**config.mk**
```make
export PLATFORM = sky130hd
export DESIGN_NAME = page_absent_trap
export DESIGN_NICKNAME = d
export VERILOG_FILES = /design/src/rtl/pgnp_pkg.sv /design/src/rtl/pgnp_gate.sv /design/src/rtl/pgnp_compose.sv /design/src/rtl/pgnp_hold.sv /design/src/rtl/page_absent_trap.sv
export SDC_FILE = /design/constraint.sdc
export NUM_CORES = 1
export LEC_CHECK = 0
export ABC_AREA = 1
export BUFFER_PORTS_ARGS = -buffer_cell sky130_fd_sc_hd__buf_4
export CAP_MARGIN = 15
export CORE_AREA = 2 2 166 168
export DETAILED_ROUTE_END_ITERATION = 10
export DIE_AREA = 0 0 168 170
export HOLD_SLACK_MARGIN = 0.03
export SLEW_MARGIN = 30
export SYNTH_ARGS = -nofsm -noshare
export SYNTH_HDL_FRONTEND = slang
export SYNTH_SLANG_ARGS = --single-unit
```
**constraint.sdc**
```tcl
create_clock -name clk -period 1.25 [get_ports clk]
set_clock_uncertainty 0.1 [all_clocks]
set_input_delay 0.25 -clock clk [delete_from_list [all_inputs] [get_ports clk]]
set_output_delay 0.25 -clock clk [all_outputs]
set_load 0.05 [all_outputs]
```
**src/rtl/pgnp_pkg.sv**
```systemverilog
package pgnp_pkg;

    // data-side access classes; the encoding is visible at the port
    typedef enum logic [2:0] {
        ACC_LOAD    = 3'd0,
        ACC_STORE   = 3'd1,
        ACC_SEMA    = 3'd2,
        ACC_NONACC  = 3'd3,
        ACC_RSFILL  = 3'd4,
        ACC_RSSPILL = 3'd5,
        ACC_RSV6    = 3'd6,
        ACC_RSV7    = 3'd7
    } acc_kind_e;

    localparam logic [15:0] PNP_VECTOR = 16'h5000;

    // status word bit positions
    localparam int ST_CODE_LSB = 0;
    localparam int ST_X        = 32;
    localparam int ST_W        = 33;
    localparam int ST_R        = 34;
    localparam int ST_NA       = 35;
    localparam int ST_SP       = 36;
    localparam int ST_RS       = 37;
    localparam int ST_IR       = 38;
    localparam int ST_NI       = 39;
    localparam int ST_SO       = 40;
    localparam int ST_EI_LSB   = 41;
    localparam int ST_ED       = 43;

    // translation-information word positions
    localparam int XI_PS_LSB  = 2;
    localparam int XI_KEY_LSB = 8;

    localparam int LEGACY_AW    = 32;
    localparam int FETCH_ALIGN  = 4;

    typedef struct packed {
        logic [3:0] code;
        logic       x;
        logic       w;
        logic       r;
        logic       na;
        logic       sp;
        logic       rs;
        logic       ir;
        logic       ni;
        logic       so;
        logic [1:0] ei;
        logic       ed;
    } status_f_t;

    function automatic logic [63:0] status_pack(status_f_t f);
        logic [63:0] w;
        w = '0;
        w[ST_CODE_LSB +: 4] = f.code;
        w[ST_X]             = f.x;
        w[ST_W]             = f.w;
        w[ST_R]             = f.r;
        w[ST_NA]            = f.na;
        w[ST_SP]            = f.sp;
        w[ST_RS]            = f.rs;
        w[ST_IR]            = f.ir;
        w[ST_NI]            = f.ni;
        w[ST_SO]            = f.so;
        w[ST_EI_LSB +: 2]   = f.ei;
        w[ST_ED]            = f.ed;
        return w;
    endfunction

    function automatic logic kind_is_stack(acc_kind_e k);
        return (k == ACC_RSFILL) || (k == ACC_RSSPILL);
    endfunction

    function automatic logic kind_is_plain(acc_kind_e k);
        return (k == ACC_LOAD) || (k == ACC_STORE) ||
               (k == ACC_SEMA) || (k == ACC_NONACC);
    endfunction

endpackage

```
**src/rtl/pgnp_gate.sv**
```systemverilog
module pgnp_gate
    import pgnp_pkg::*;
(
    input  logic       if_req,
    input  logic       if_present,
    input  logic       dm_req,
    input  logic [2:0] dm_kind,
    input  logic       dm_present,
    input  logic       xlat_inst_en,
    input  logic       xlat_data_en,
    input  logic       xlat_stack_en,
    output logic       raise,
    output logic       pick_fetch
);
    acc_kind_e kind;
    logic      fetch_hit;
    logic      data_hit;
    logic      data_xlat_on;

    always_comb begin
        kind         = acc_kind_e'(dm_kind);
        data_xlat_on = kind_is_stack(kind) ? xlat_stack_en
                     : (kind_is_plain(kind) ? xlat_data_en : 1'b0);
        fetch_hit    = if_req && !if_present && xlat_inst_en;
        data_hit     = dm_req && !dm_present && data_xlat_on;
        raise        = fetch_hit || data_hit;
        pick_fetch   = fetch_hit;
    end
endmodule

```
**src/rtl/pgnp_compose.sv**
```systemverilog
module pgnp_compose
    import pgnp_pkg::*;
#(
    parameter int VA_W  = 64,
    parameter int RID_W = 24,
    parameter int PS_W  = 6
) (
    input  logic             pick_fetch,
    input  logic             if_legacy,
    input  logic [1:0]       if_slot,
    input  logic             if_ni,
    input  logic [VA_W-1:0]  if_addr,
    input  logic [RID_W-1:0] if_rid,
    input  logic [PS_W-1:0]  if_ps,
    input  logic [2:0]       dm_kind,
    input  logic             dm_legacy,
    input  logic [3:0]       dm_nacode,
    input  logic [1:0]       dm_slot,
    input  logic             dm_ed,
    input  logic             dm_ni,
    input  logic             dm_ir,
    input  logic             dm_sp,
    input  logic [VA_W-1:0]  dm_addr,
    input  logic [RID_W-1:0] dm_rid,
    input  logic [PS_W-1:0]  dm_ps,
    output logic [VA_W-1:0]  syn_addr,
    output logic [63:0]      syn_xinfo,
    output logic [63:0]      syn_status
);
    localparam int LOW_KEEP = LEGACY_AW - FETCH_ALIGN;

    logic [VA_W-1:0] legacy_fetch_addr;
    status_f_t       fs;
    status_f_t       ds;
    acc_kind_e       kind;
    logic [RID_W-1:0] rid_sel;
    logic [PS_W-1:0]  ps_sel;

    // legacy fetch: align down and zero the upper half
    generate
        if (VA_W > LEGACY_AW) begin : g_wide
            assign legacy_fetch_addr = {{(VA_W-LEGACY_AW){1'b0}},
                                        if_addr[LEGACY_AW-1:FETCH_ALIGN],
                                        {FETCH_ALIGN{1'b0}}};
        end else begin : g_narrow
            assign legacy_fetch_addr = {if_addr[VA_W-1:FETCH_ALIGN],
                                        {FETCH_ALIGN{1'b0}}};
        end
    endgenerate

    always_comb begin
        fs    = '0;
        fs.x  = 1'b1;
        fs.ei = if_legacy ? 2'b00 : if_slot;
        fs.ni = if_legacy ? 1'b0 : if_ni;
    end

    always_comb begin
        kind = acc_kind_e'(dm_kind);
        ds   = '0;
        ds.r = (kind == ACC_LOAD) || (kind == ACC_SEMA) || (kind == ACC_RSFILL);
        ds.w = (kind == ACC_STORE) || (kind == ACC_SEMA) || (kind == ACC_RSSPILL);
        if (!dm_legacy) begin
            ds.na   = (kind == ACC_NONACC);
            ds.code = (kind == ACC_NONACC) ? dm_nacode : 4'd0;
            ds.rs   = kind_is_stack(kind);
            ds.ed   = dm_ed && !kind_is_stack(kind);
            ds.ei   = dm_slot;
            ds.ni   = dm_ni;
            ds.ir   = dm_ir;
            ds.sp   = dm_sp;
        end
    end

    always_comb begin
        rid_sel   = pick_fetch ? if_rid : dm_rid;
        ps_sel    = pick_fetch ? if_ps  : dm_ps;
        syn_xinfo = '0;
        syn_xinfo[XI_KEY_LSB +: RID_W] = rid_sel;
        syn_xinfo[XI_PS_LSB  +: PS_W]  = ps_sel;
        if (pick_fetch) begin
            syn_addr   = if_legacy ? legacy_fetch_addr : if_addr;
            syn_status = status_pack(fs);
        end else begin
            syn_addr   = dm_addr;
            syn_status = status_pack(ds);
        end
    end
endmodule

```
**src/rtl/pgnp_hold.sv**
```systemverilog
module pgnp_hold #(
    parameter int VA_W = 64
) (
    input  logic            clk,
    input  logic            rst,
    input  logic            raise,
    input  logic            pick_fetch,
    input  logic [VA_W-1:0] syn_addr,
    input  logic [63:0]     syn_xinfo,
    input  logic [63:0]     syn_status,
    output logic            trap_o,
    output logic            trap_is_fetch,
    output logic [VA_W-1:0] trap_vaddr,
    output logic [63:0]     trap_xinfo,
    output logic [63:0]     trap_status
);
    always_ff @(posedge clk) begin
        if (rst) begin
            trap_o        <= 1'b0;
            trap_is_fetch <= 1'b0;
            trap_vaddr    <= '0;
            trap_xinfo    <= '0;
            trap_status   <= '0;
        end else begin
            trap_o <= raise;
            if (raise) begin
                trap_is_fetch <= pick_fetch;
                trap_vaddr    <= syn_addr;
                trap_xinfo    <= syn_xinfo;
                trap_status   <= syn_status;
            end
        end
    end
endmodule

```
**src/rtl/page_absent_trap.sv**
```systemverilog
module page_absent_trap
    import pgnp_pkg::*;
#(
    parameter int VA_W  = 64,
    parameter int RID_W = 24,
    parameter int PS_W  = 6
) (
    input  logic             clk,
    input  logic             rst,
    input  logic             if_req,
    input  logic             if_legacy,
    input  logic [1:0]       if_slot,
    input  logic             if_ni,
    input  logic [VA_W-1:0]  if_addr,
    input  logic             if_present,
    input  logic [RID_W-1:0] if_rid,
    input  logic [PS_W-1:0]  if_ps,
    input  logic             dm_req,
    input  logic [2:0]       dm_kind,
    input  logic             dm_legacy,
    input  logic [3:0]       dm_nacode,
    input  logic [1:0]       dm_slot,
    input  logic             dm_ed,
    input  logic             dm_ni,
    input  logic             dm_ir,
    input  logic             dm_sp,
    input  logic [VA_W-1:0]  dm_addr,
    input  logic             dm_present,
    input  logic [RID_W-1:0] dm_rid,
    input  logic [PS_W-1:0]  dm_ps,
    input  logic             xlat_inst_en,
    input  logic             xlat_data_en,
    input  logic             xlat_stack_en,
    output logic             trap_o,
    output logic             trap_is_fetch,
    output logic [VA_W-1:0]  trap_vaddr,
    output logic [63:0]      trap_xinfo,
    output logic [63:0]      trap_status,
    output logic [15:0]      trap_vector
);
    logic            raise;
    logic            pick_fetch;
    logic [VA_W-1:0] syn_addr;
    logic [63:0]     syn_xinfo;
    logic [63:0]     syn_status;

    assign trap_vector = PNP_VECTOR;

    pgnp_gate u_gate (
        .if_req        (if_req),
        .if_present    (if_present),
        .dm_req        (dm_req),
        .dm_kind       (dm_kind),
        .dm_present    (dm_present),
        .xlat_inst_en  (xlat_inst_en),
        .xlat_data_en  (xlat_data_en),
        .xlat_stack_en (xlat_stack_en),
        .raise         (raise),
        .pick_fetch    (pick_fetch)
    );

    pgnp_compose #(.VA_W(VA_W), .RID_W(RID_W), .PS_W(PS_W)) u_compose (
        .pick_fetch (pick_fetch),
        .if_legacy  (if_legacy),
        .if_slot    (if_slot),
        .if_ni      (if_ni),
        .if_addr    (if_addr),
        .if_rid     (if_rid),
        .if_ps      (if_ps),
        .dm_kind    (dm_kind),
        .dm_legacy  (dm_legacy),
        .dm_nacode  (dm_nacode),
        .dm_slot    (dm_slot),
        .dm_ed      (dm_ed),
        .dm_ni      (dm_ni),
        .dm_ir      (dm_ir),
        .dm_sp      (dm_sp),
        .dm_addr    (dm_addr),
        .dm_rid     (dm_rid),
        .dm_ps      (dm_ps),
        .syn_addr   (syn_addr),
        .syn_xinfo  (syn_xinfo),
        .syn_status (syn_status)
    );

    pgnp_hold #(.VA_W(VA_W)) u_hold (
        .clk           (clk),
        .rst           (rst),
        .raise         (raise),
        .pick_fetch    (pick_fetch),
        .syn_addr      (syn_addr),
        .syn_xinfo     (syn_xinfo),
        .syn_status    (syn_status),
        .trap_o        (trap_o),
        .trap_is_fetch (trap_is_fetch),
        .trap_vaddr    (trap_vaddr),
        .trap_xinfo    (trap_xinfo),
        .trap_status   (trap_status)
    );
endmodule

```
Yosys cells after proc, flatten, opt, wreduce, memory -nomap -nowiden

Cells that the tools add are included.

Register bits after elaboration: 160
Input port bits: 215
Word-level logic and storage cells: 41

Equal/unequal tests: 5
Multiplexer cells: 13
Reduce and logical (&&, ||, !) cells: 18

Operators with widths:

| operator                                                        | number |
|---|---|
| 64-bit two-way mux                                              | 2 |
| 44-bit two-way mux                                              | 1 |
| 24-bit two-way mux                                              | 1 |
| 1-bit logical OR                                                | 9 |
| 4-bit two-way mux                                               | 2 |
| 3-bit by 2-bit == test with 1-bit output, second input constant | 2 |
| 3-bit == test, second input constant                            | 2 |
| 6-bit two-way mux                                               | 1 |
| 1-bit logical AND                                               | 5 |
| 5-bit two-way mux                                               | 1 |
| 3-bit by 1-bit == test with 1-bit output, second input constant | 1 |
| 1-bit zero test                                                 | 3 |
| 3-bit zero test                                                 | 1 |
| 1-bit two-way mux                                               | 3 |
| 3-bit two-way mux                                               | 1 |
| 2-bit two-way mux                                               | 1 |

Longest topological paths before layout

Depth in word-level cells: 8
Depth in mapped cells: 9

Modules after synthesis

Synthesis repeated with hierarchy kept, for this count alone.

Cell total of the unflattened synthesis: 1689
Area total of the unflattened synthesis: 10313.6 sq um

Modules (own cells, without submodules):

| module           | times used | cells each | area each (sq um) |
|---|---|---|---|
| pgnp_hold        | 1          | 1226       | 8066.5 |
| pgnp_compose     | 1          | 433        | 2064.5 |
| page_absent_trap | 1          | 18         | 127.6 |
| pgnp_gate        | 1          | 12         | 55.1 |

Least setup slack after synthesis

Ideal clock, no wire load.

Kind: register to output
Start point: register u_hold.trap_status[32]
End point: output trap_status[32]
Arrival time: 913 ps
Data required time: 900 ps
Path slack: -13 ps
Cell stages (with the launch flop): 2
Buffers on the path: 1
Cell sequence: dfxtp_1 -> buf_4

RTL lines:

| item                     | line                   | source |
|---|---|---|
| start: declaration       | pgnp_hold.sv:15        | `output logic [63:0] trap_status` |
| start signal: assignment | pgnp_hold.sv:30        | `trap_status <= syn_status;` |
| end: declaration         | page_absent_trap.sv:38 | `output logic [63:0] trap_status,` |

No word-level cell between the ends.

==> flow_summary.json <==
{
  "status": "complete, no violations",
  "grt_max_degree": 60,
  "synth_mux_area_frac": 0,
  "root_buffer": "clkbuf_16",
  "antenna_found_initial": 0,
  "core_area_sq_mm": 0.0267,
  "slew_viol_final": 0,
  "layout.nets": 1456,
  "critPathKind": "register to output port",
  "row_count": 60,
  "synth_edf_count": 0,
  "synthArstFlopShare": 0,
  "power.leakage_nw": 4.70,
  "wl_per_cell_um": 14.3,
  "hold_viol": 0,
  "syn_inst": 942,
  "dieArea_sq_mm": 0.0286,
  "postLayoutSetupSlackWorst_ns": 0.0190,
  "grt_pass1_wl_mm": 33.3,
  "io_buffers": 325,
  "critPathBufInv": 1,
  "synth.most_common_cell": "nand2_1",
  "ant_nets": 0,
  "clk_latency_ns": 0.35,
  "grt_use_total": 0.145,
  "fp.dieH_um": 170,
  "rsz0062_at_grt": "yes",
  "synthXorXnorAreaFrac": 0,
  "drt_iter0_markers": 448,
  "antenna_cells": 0,
  "synth_compound_area_frac": 0.0886,
  "hpwl_mm": 16.2,
  "die_x_um": 168,
  "vias_per_cell": 4.33,
  "crit_slowest_cell": "dfxtp_4",
  "cp-start-kind": "register",
  "r2r_setup_slack_ns": 0.46,
  "holdBufCountCts": 0,
  "synth_ff_type": "dfxtp_1",
  "synth_top_area_frac": 0.351,
  "ys_ff_latch": 110,
  "synth_top_family_by_area": "simple AND/OR/NAND/NOR gates",
  "end_kind": "output port",
  "final_area_sq_mm": 0.00976,
  "synth-simple-area-share": 0.359,
  "cts_tree": "yes",
  "hp-start": "dm_legacy",
  "wirelength_mm": 22.7,
  "setup_viol": 0,
  "yosysTopAreaCell": "dfxtp_1",
  "placed_area_sq_mm": 0.00878,
  "setup_tns_ns": 0,
  "num_vias": 6868,
  "gp_congestion": 0.797,
  "yosysWarnings": 0,
  "ys_seq_area_frac": 0.351,
  "cap_violations": 0,
  "path_max_fanout": 3,
  "cts_max_level": 3,
  "ir_drop_uv": 439,
  "ys_types": 18,
  "yosys.area_share.adder": 0,
  "drc": 0,
  "grt_pass1_vias": 6244,
  "r2r-start": "u_hold.trap_vaddr[3]",
  "clock_path_buffers": 2,
  "clkSlewWorstSetupHoldPaths_ns": 0.08,
  "place_ws_ns": -0.311,
  "start_util": 0.235,
  "drive_gt1_frac": 0.393,
  "period_needed_ns": 1.23,
  "dr.pass1.iters": 5,
  "syn-mean-instance-area_sq_um": 6.66,
  "overflow": 0,
  "ios": 425,
  "cts.sink_count": 110,
  "cp-startpoint": "u_hold.trap_status[32]",
  "fmax_mhz": 812,
  "hp-class": "primary input to register",
  "cp_cell_sequence": "buf_6",
  "cts_buffers": 9,
  "required_ns": 0.90,
  "syn_area_sq_mm": 0.00627,
  "fin_crit_sh": 0.985,
  "final_core_util": 0.366,
  "area_growth_pct": 55.6,
  "synth_common_cells": "nand2_1, nand3_1, a21oi_1, dfxtp_1, buf_4",
  "yosys-top-cells-area": "dfxtp_1, nand2_1, nand3_1",
  "cpPeakStageDelay_ns": 0.38,
  "arrival_ns": 0.88,
  "powerDensity_mw_per_mm2": 1010,
  "critPathTopFamily": "flip-flops"
}
==> report_power, final <==
part           switching (W)  internal (W)  total [W]
Clock                0.00141       0.00149    0.00290
Sequential          0.000123       0.00369    0.00381
Combinational        0.00206       0.00113    0.00319
Total                0.00360       0.00631    0.00991
==> cell usage in the layout, fill, tap and decap left out, types with 3 or more instances in the layout <==
| cell | count |
|---|---|
| a21oi_1 | 111 |
| buf_12 | 15 |
| buf_4 | 234 |
| buf_6 | 101 |
| buf_8 | 9 |
| clkbuf_16 | 12 |
| conb_1 | 99 |
| dfxtp_1 | 7 |
| dfxtp_2 | 99 |
| dfxtp_4 | 4 |
| inv_1 | 10 |
| inv_6 | 3 |
| nand2_1 | 354 |
| nand3_1 | 154 |
| nand4_1 | 7 |
| nor2_1 | 13 |
==> cell type report <==
| cell class | count | area, sq um |
|---|---|---|
| inverter | 10 | 37.5 |
| fill | 2905 | 16900 |
| clock buffer | 11 | 253 |
| multi-input combinational | 746 | 3200 |
| tap | 341 | 427 |
| sequential | 110 | 2340 |
| timing repair buffer | 364 | 3460 |
| clock inverter | 5 | 40.0 |
==> cells by family (layout without fill, tap and decap cells) <==
kind of cell / count (synthesis) / count (layout)
buffers and inverters: 183 / 390
DFF: 110 / 110
AOI/OAI and AO/OA: 111 / 111
and+or+nand+nor: 536 / 536
other: 2 / 99
==> what timing repair did <==
action | CTS | global route
setup endpoints to repair | 107 | 87
pin swaps | 0 | 1
endpoints found under the hold margin | 0 | 0
cloned | 0 | 3
resized for setup | 149 | 79
buffers inserted | 0 | 1
==> per-layer routing <==
metal  track usage  up-vias  part of all wire
li1              -     3437                 -
met5             0        -                 0
met3        0.0379       13             0.077
met4        0.0355        0             0.011
met2         0.259      287              0.50
met1         0.173     3131              0.41
==> path summary, 6_finish.rpt <==
| path | end | depth (start not counted) |
|---|---|---|
| min | u_hold.trap_status[38] | 4 |
| max reg2reg | u_hold.trap_vaddr[3] | 2 |
| max | trap_is_fetch | 1 |
| min reg2reg | u_hold.trap_status[38] | 2 |
==> registers in the layout, summed over array words and instances, names as in the netlist <==
register and flops:
u_hold.trap_xinfo 30, u_hold.trap_vaddr 64, u_hold.trap_o 1, u_hold.trap_status 15
==> stage by stage <==
stage | power, W | cells | hold WS, ns
3_5_place_dp | 0.00687 | 1567 | 0.376
2_1_floorplan | 0.00603 | 1039 | 0.345
6_report | 0.00991 | 1587 | 0.117
4_1_cts | 0.00998 | 1583 | 0.106
5_1_grt | 0.0104 | 1587 | 0.112
3_3_place_gp | 0.00686 | 1567 | 0.369
Power figures use the tool's default switching activity.
